==> config.mk <==
export PLATFORM = sky130hd
export DESIGN_NAME = rtc_calendar
export DESIGN_NICKNAME = d
export VERILOG_FILES = /design/src/rtl/rtc_pkg.sv /design/src/rtl/rtc_bcd_field.sv /design/src/rtl/rtc_advance.sv /design/src/rtl/rtc_freq_test.sv /design/src/rtl/rtc_calendar.sv
export SDC_FILE = /design/constraint.sdc
export NUM_CORES = 1
export LEC_CHECK = 0
export ABC_CLOCK_PERIOD_IN_PS = 3700
export BUFFER_PORTS_ARGS = -buffer_cell sky130_fd_sc_hd__clkbuf_2
export CAP_MARGIN = 15
export CORE_ASPECT_RATIO = 1.2
export CORE_MARGIN = 10
export CORE_UTILIZATION = 50
export DETAILED_ROUTE_END_ITERATION = 6
export PLACE_DENSITY = 0.64
export SYNTH_ARGS = -nofsm -noshare
export SYNTH_HDL_FRONTEND = slang
export SYNTH_SLANG_ARGS = --single-unit
==> constraint.sdc <==
create_clock -name clk -period 3.7 [get_ports clk]
set_input_delay 0.37 -clock clk [delete_from_list [all_inputs] [get_ports clk]]
set_output_delay 0.37 -clock clk [all_outputs]
set_load 0.005 [all_outputs]
==> src/rtl/rtc_pkg.sv <==
package rtc_pkg;

    typedef struct packed {
        logic [5:0] cen;
        logic [7:0] yr;
        logic [4:0] mon;
        logic [5:0] date;
        logic [2:0] dow;
        logic [5:0] hr;
        logic [6:0] mn;
        logic [6:0] sec;
    } rtc_time_t;

    typedef enum logic [2:0] {
        REG_CTRL = 3'd0,
        REG_SEC  = 3'd1,
        REG_MIN  = 3'd2,
        REG_HR   = 3'd3,
        REG_DOW  = 3'd4,
        REG_DATE = 3'd5,
        REG_MON  = 3'd6,
        REG_YR   = 3'd7
    } rtc_reg_e;

    localparam rtc_time_t TIME_RESET = '{
        cen: 6'h00, yr: 8'h00, mon: 5'h01, date: 6'h01,
        dow: 3'h1, hr: 6'h00, mn: 7'h00, sec: 7'h00
    };

    // BCD year divisible by 4: 10*tens mod 4 depends only on tens parity.
    function automatic logic is_leap(input logic [7:0] yr);
        logic [1:0] s;
        s = {yr[4], 1'b0} + yr[1:0];
        return (s == 2'd0);
    endfunction

    function automatic logic [5:0] month_len(input logic [4:0] mon,
                                             input logic [7:0] yr);
        case (mon)
            5'h02:                      return is_leap(yr) ? 6'h29 : 6'h28;
            5'h04, 5'h06, 5'h09, 5'h11: return 6'h30;
            default:                    return 6'h31;
        endcase
    endfunction

endpackage

==> src/rtl/rtc_bcd_field.sv <==
module rtc_bcd_field #(
    parameter int         W  = 7,
    parameter logic [W-1:0] LO = '0
) (
    input  logic [W-1:0] val_i,
    input  logic [W-1:0] top_i,
    input  logic         inc_i,
    output logic [W-1:0] val_o,
    output logic         carry_o
);
    localparam int TW = W - 4;

    logic [3:0]    ones;
    logic [TW-1:0] tens;
    logic [W-1:0]  stepped;
    logic          at_top;

    assign ones   = val_i[3:0];
    assign tens   = val_i[W-1:4];
    assign at_top = (val_i >= top_i);

    always_comb begin
        if (ones >= 4'd9) stepped = {tens + 1'b1, 4'd0};
        else              stepped = {tens, ones + 4'd1};
    end

    assign val_o   = !inc_i ? val_i : (at_top ? LO : stepped);
    assign carry_o = inc_i && at_top;
endmodule

==> src/rtl/rtc_advance.sv <==
module rtc_advance
    import rtc_pkg::*;
#(
    parameter logic [5:0] CEN_TOP = 6'h39
) (
    input  rtc_time_t cur_i,
    output rtc_time_t nxt_o
);
    logic c_sec, c_min, c_hr, c_date, c_mon, c_yr;
    logic [5:0] dlen;

    assign dlen = month_len(cur_i.mon, cur_i.yr);

    rtc_bcd_field #(.W(7), .LO(7'h00)) u_sec (
        .val_i(cur_i.sec), .top_i(7'h59), .inc_i(1'b1),
        .val_o(nxt_o.sec), .carry_o(c_sec));
    rtc_bcd_field #(.W(7), .LO(7'h00)) u_min (
        .val_i(cur_i.mn), .top_i(7'h59), .inc_i(c_sec),
        .val_o(nxt_o.mn), .carry_o(c_min));
    rtc_bcd_field #(.W(6), .LO(6'h00)) u_hr (
        .val_i(cur_i.hr), .top_i(6'h23), .inc_i(c_min),
        .val_o(nxt_o.hr), .carry_o(c_hr));
    rtc_bcd_field #(.W(6), .LO(6'h01)) u_date (
        .val_i(cur_i.date), .top_i(dlen), .inc_i(c_hr),
        .val_o(nxt_o.date), .carry_o(c_date));
    rtc_bcd_field #(.W(5), .LO(5'h01)) u_mon (
        .val_i(cur_i.mon), .top_i(5'h12), .inc_i(c_date),
        .val_o(nxt_o.mon), .carry_o(c_mon));
    rtc_bcd_field #(.W(8), .LO(8'h00)) u_yr (
        .val_i(cur_i.yr), .top_i(8'h99), .inc_i(c_mon),
        .val_o(nxt_o.yr), .carry_o(c_yr));

    always_comb begin
        if (!c_hr)                    nxt_o.dow = cur_i.dow;
        else if (cur_i.dow >= 3'd7)   nxt_o.dow = 3'd1;
        else                          nxt_o.dow = cur_i.dow + 3'd1;
    end

    always_comb begin
        if (!c_yr)                    nxt_o.cen = cur_i.cen;
        else if (cur_i.cen >= CEN_TOP) nxt_o.cen = 6'h00;
        else if (cur_i.cen[3:0] >= 4'd9)
            nxt_o.cen = {cur_i.cen[5:4] + 2'd1, 4'd0};
        else
            nxt_o.cen = {cur_i.cen[5:4], cur_i.cen[3:0] + 4'd1};
    end
endmodule

==> src/rtl/rtc_freq_test.sv <==
module rtc_freq_test (
    input  logic clk,
    input  logic rst,
    input  logic en_i,
    input  logic tick_i,
    output logic wave_o
);
    always_ff @(posedge clk) begin
        if (rst || !en_i)  wave_o <= 1'b0;
        else if (tick_i)   wave_o <= ~wave_o;
    end
endmodule

==> src/rtl/rtc_calendar.sv <==
module rtc_calendar
    import rtc_pkg::*;
#(
    parameter int         ADDR_W  = 13,
    parameter logic [5:0] CEN_TOP = 6'h39
) (
    input  logic              clk,
    input  logic              rst,
    input  logic              tick_1hz,
    input  logic              tick_1024,
    input  logic              ft_gate,
    input  logic              wr_en,
    input  logic [ADDR_W-1:0] addr,
    input  logic [7:0]        wdata,
    output logic [7:0]        rdata,
    output logic              ft_out
);
    localparam int OFS_W = 3;

    rtc_time_t cnt_q, vis_q, cnt_nxt, load_val;
    logic      wbit_q, rbit_q, osc_stop_q, ft_bit_q;
    logic      page_hit, wr_hit, run, commit, ft_en;
    rtc_reg_e  sel;

    assign page_hit = &addr[ADDR_W-1:OFS_W];
    assign wr_hit   = wr_en && page_hit;
    assign sel      = rtc_reg_e'(addr[OFS_W-1:0]);
    assign run      = tick_1hz && !osc_stop_q;
    assign commit   = wr_hit && (sel == REG_CTRL) && wbit_q && !wdata[7];

    always_comb begin
        load_val     = vis_q;
        load_val.cen = wdata[5:0];
    end

    rtc_advance #(.CEN_TOP(CEN_TOP)) u_adv (
        .cur_i(cnt_q),
        .nxt_o(cnt_nxt)
    );

    // Counting set
    always_ff @(posedge clk) begin
        if (rst)         cnt_q <= TIME_RESET;
        else if (commit) cnt_q <= load_val;
        else if (run)    cnt_q <= cnt_nxt;
    end

    // Visible set and control bits
    always_ff @(posedge clk) begin
        if (rst) begin
            vis_q      <= TIME_RESET;
            wbit_q     <= 1'b0;
            rbit_q     <= 1'b0;
            osc_stop_q <= 1'b1;
            ft_bit_q   <= 1'b0;
        end else begin
            if (run && !rbit_q && !wbit_q) vis_q <= cnt_nxt;
            if (wr_hit) begin
                case (sel)
                    REG_CTRL: begin
                        wbit_q    <= wdata[7];
                        rbit_q    <= wdata[6];
                        vis_q.cen <= wdata[5:0];
                    end
                    REG_SEC: begin
                        osc_stop_q <= wdata[7];
                        vis_q.sec  <= wdata[6:0];
                    end
                    REG_MIN:  vis_q.mn   <= wdata[6:0];
                    REG_HR:   vis_q.hr   <= wdata[5:0];
                    REG_DOW: begin
                        ft_bit_q  <= wdata[6];
                        vis_q.dow <= wdata[2:0];
                    end
                    REG_DATE: vis_q.date <= wdata[5:0];
                    REG_MON:  vis_q.mon  <= wdata[4:0];
                    REG_YR:   vis_q.yr   <= wdata;
                    default: ;
                endcase
            end
        end
    end

    always_comb begin
        rdata = 8'h00;
        if (page_hit) begin
            case (sel)
                REG_CTRL: rdata = {wbit_q, rbit_q, vis_q.cen};
                REG_SEC:  rdata = {osc_stop_q, vis_q.sec};
                REG_MIN:  rdata = {1'b0, vis_q.mn};
                REG_HR:   rdata = {2'b00, vis_q.hr};
                REG_DOW:  rdata = {1'b0, ft_bit_q, 3'b000, vis_q.dow};
                REG_DATE: rdata = {2'b00, vis_q.date};
                REG_MON:  rdata = {3'b000, vis_q.mon};
                REG_YR:   rdata = vis_q.yr;
                default:  rdata = 8'h00;
            endcase
        end
    end

    assign ft_en = ft_bit_q && !osc_stop_q && ft_gate;

    rtc_freq_test u_ft (
        .clk   (clk),
        .rst   (rst),
        .en_i  (ft_en),
        .tick_i(tick_1024),
        .wave_o(ft_out)
    );
endmodule

==> impl_metrics.yaml <==
power_and_ir_drop:
  power_frac_seq_pct: 50.6
  power.net_switching_uw: 509.3
  power.ir.vdd_worst_mv: 0.2400
  p_clk_share_pct: 44.6
  power_uw: 2145
  comb_power_share_pct: 4.7
  p_int_uw: 1635
  swShare_pct: 23.75
  power_density_mw_per_mm2: 284.6
  p_leak_uw: 0.002847
timing:
  hold_viol_final: 0
  setup_violations: 0
  tightestPinTransition_ns: 0.9271
  fmax_mhz: 294.4
  fin_crit_ns: 3.397
  finalCritPeriodShare_pct: 91.81
  skew_ns: 0.006829
  slew_violations: 0
  rsz0062_at_grt: "no"
  relSlewSlack_pct: 38.19
  fin_setup_tns_ns: 0
worst_hold_path:
  min_path_type: "in2reg"
  hold_depth: 3
clocking:
  cts_root_buf: "clkbuf_16"
  postCtsSetupBuffers: 0
  clock_sinks: 101
  cts_hold_buf: 0
  clk_pin_slew_worst_paths_ns: 0.07
  cts_made_buffers: 9
  cts_resized: 0
  cts_tree: "yes"
  cts_buffer_depth: 2
  clk_latency_ns: 0.36
  htreeDepth: 3
setup_path:
  startpoint_type: "flip-flop"
  crit_fanout: 13
  path_class: "reg2reg"
  rr_worst_depth: 11
  cp-end-kind: "flip-flop"
  worstPathArrival_ns: 3.70
  cp.required_ns: 4.00
detailed_routing:
  drt-pass1-iter-count: 5
  wl_um: 23290
  drt_iter0_drc: 855
  route.detailed.drc: 0
  postRouteAntennaNets: 0
  viasPerCell: 6.728
  via_count: 7152
  avgRoutedWirePerCell_um: 21.91
layout:
  layout-drive-gt1-share_pct: 12.00
  final_net_count: 951
  n_antenna_cell: 0
  syn_to_final_growth_pct: 8.094
  nFillCells: 1351
status:
  status: "complete, no violations"
yosys:
  synthCells: 889
  synth_area_leaders: "dfxtp_1 (29%), ha_1 (6.5%), nor2_1 (6.0%)"
  synth_edf_count: 0
  ys_warn_count: 0
  yosysSeqAreaShare_pct: 29.00
  post_synth_num_cell_types: 85
  ys_seq_elements: 101
  synthArstFlopShare_pct: 0
  synthesis.nets: 952
  syn_area_mm2: 0.006972
  synth_top_area_share_pct: 29.00
  synth_top_area_cell: "dfxtp_1"
  yosysMostFrequentCell: "nor2_1"
  synthTopCellsByCount: "nor2_1 (111), dfxtp_1 (101), nand2_1 (72)"
  synth_ff_type: "dfxtp_1"
  synth.avg_cell_area_um2: 7.842
floorplanning:
  die_h_um: 149.4
  pin_count: 36
  die_w_um: 127.8
  design.die.area_mm2: 0.01909
  floorplan.initialDensity_pct: 50.66
  placementRows: 47
  core_area_mm2: 0.01376
global_route:
  gr-usage-all-layers_pct: 23.82
  grt_pass1_wl_um: 36560
  first_global_vias: 6747
  gr-total-overflow: 0
  antenna_found_initial: 0
  grt_max_degree: 66
placement:
  io_buffers: 35
  gp_congestion: 0.9136
  dp_hpwl_um: 16450
job:
  max_cap_violations: 0
-- cell type report --
class / count / area [µm²] / area share, %
Clock buffer: 11 / 232.7 / 3.088
Tap cell: 171 / 214.0 / 2.839
Multi-Input combinational cell: 692 / 4553 / 60.42
Timing Repair Buffer: 59 / 370.4 / 4.914
Sequential cell: 101 / 2022 / 26.83
Inverter: 25 / 93.84 / 1.245
Clock inverter: 4 / 50.05 / 0.6641
-- through the flow --
step	instances	util (%)	hold slack (ns)	area (µm²)	setup WS [ns]
floorplan	889	-	0.4429	6972	0.5783
global route	1063	54.76	0.2783	7536	0.005323
global placement	1048	52.63	0.4777	7242	0.4308
CTS	1063	54.68	0.2589	7525	0.2443
finish	1063	54.76	0.2684	7536	0.3029
detailed placement	1048	52.63	0.4836	7242	0.2765
-- worst max-delay path: stages (launching register included) --
cell	delay, ns
dfxtp_1	0.48
ha_1	0.27
nor4b_1	0.33
buf_4	0.18
inv_1	0.04
ha_1	0.26
nand3_1	0.11
a2bb2oi_4	0.24
nor4_4	0.58
nand2_1	0.24
o311ai_1	0.37
a22o_1	0.21
-- power groups by stage --
stage          sequential (µW)  combinational (µW)  clock [µW]
5_1_grt                   1090                 106        1000
3_3_place_gp              1110                97.5           0
4_1_cts                   1090                98.1         966
2_1_floorplan             1110                55.5           0
6_report                  1090                 101         957
3_5_place_dp              1110                97.7           0
-- kinds of logic after synthesis --
kind of cell | share of synthesized area [%]
AND/OR/NAND/NOR | 26.35
AO/OA/AOI/OAI | 26.18
flip-flops | 29.00
buffers and inverters | 5.958
adder cells (fa/ha/maj) | 6.461
multiplexers | 4.917
XOR/XNOR | 1.131
-- layer usage --
layer,routed length [µm],vias up,track usage (%)
li1,-,3318,-
met3,1838,77,4.161
met4,1082,0,12.68
met1,9343,3404,29.35
met5,0,-,0
met2,11030,353,38.69
-- state kept, by name, indices dropped and copies added (netlist names) --
signal	count
cnt_q	48
load_val	42
vis_q	6
ft_bit_q	1
osc_stop_q	1
rbit_q	1
u_ft.wave_o	1
wbit_q	1
-- worst paths after layout --
path / startpoint / endpoint / slack [ns]
max: cnt_q[30]$_SDFFE_PP0P_ / load_val[38]$_SDFF_PP0_ / 0.30
min: ft_gate / u_ft.wave_o$_SDFFE_PP0P_ / 0.27
max reg2reg: cnt_q[30]$_SDFFE_PP0P_ / load_val[38]$_SDFF_PP0_ / 0.30
min reg2reg: load_val[8]$_SDFF_PP0_ / cnt_q[8]$_SDFFE_PP0P_ / 0.51
-- placed cells by master, fill, tap and decap left out, types with 5 or more instances in the layout --
| cell | Yosys | routed |
|---|---|---|
| a211oi_1 | 24 | 24 |
| a21o_1 | 5 | 5 |
| a21oi_1 | 40 | 40 |
| a221oi_1 | 15 | 15 |
| a22oi_1 | 5 | 5 |
| a311oi_1 | 10 | 10 |
| a31oi_1 | 19 | 19 |
| and2_1 | 5 | 5 |
| and3_1 | 14 | 14 |
| buf_4 | 3 | 24 |
| clkbuf_16 | 0 | 9 |
| clkbuf_2 | 0 | 34 |
| dfxtp_1 | 101 | 101 |
| ha_1 | 36 | 36 |
| inv_1 | 25 | 25 |
| mux2i_1 | 23 | 23 |
| nand2_1 | 72 | 72 |
| nand2b_1 | 10 | 9 |
| nand3_1 | 30 | 30 |
| nand3b_1 | 5 | 5 |
| nand4_1 | 10 | 10 |
| nor2_1 | 111 | 111 |
| nor2b_1 | 10 | 10 |
| nor3_1 | 45 | 44 |
| nor4_1 | 7 | 7 |
| o211ai_1 | 14 | 14 |
| o21ai_0 | 44 | 44 |
| o22ai_1 | 9 | 9 |
| o31a_1 | 6 | 6 |
| o31ai_1 | 10 | 10 |
| o41ai_1 | 8 | 8 |
| or3_1 | 13 | 13 |
| xor2_1 | 8 | 8 |
(Power assumes the default switching activity.)
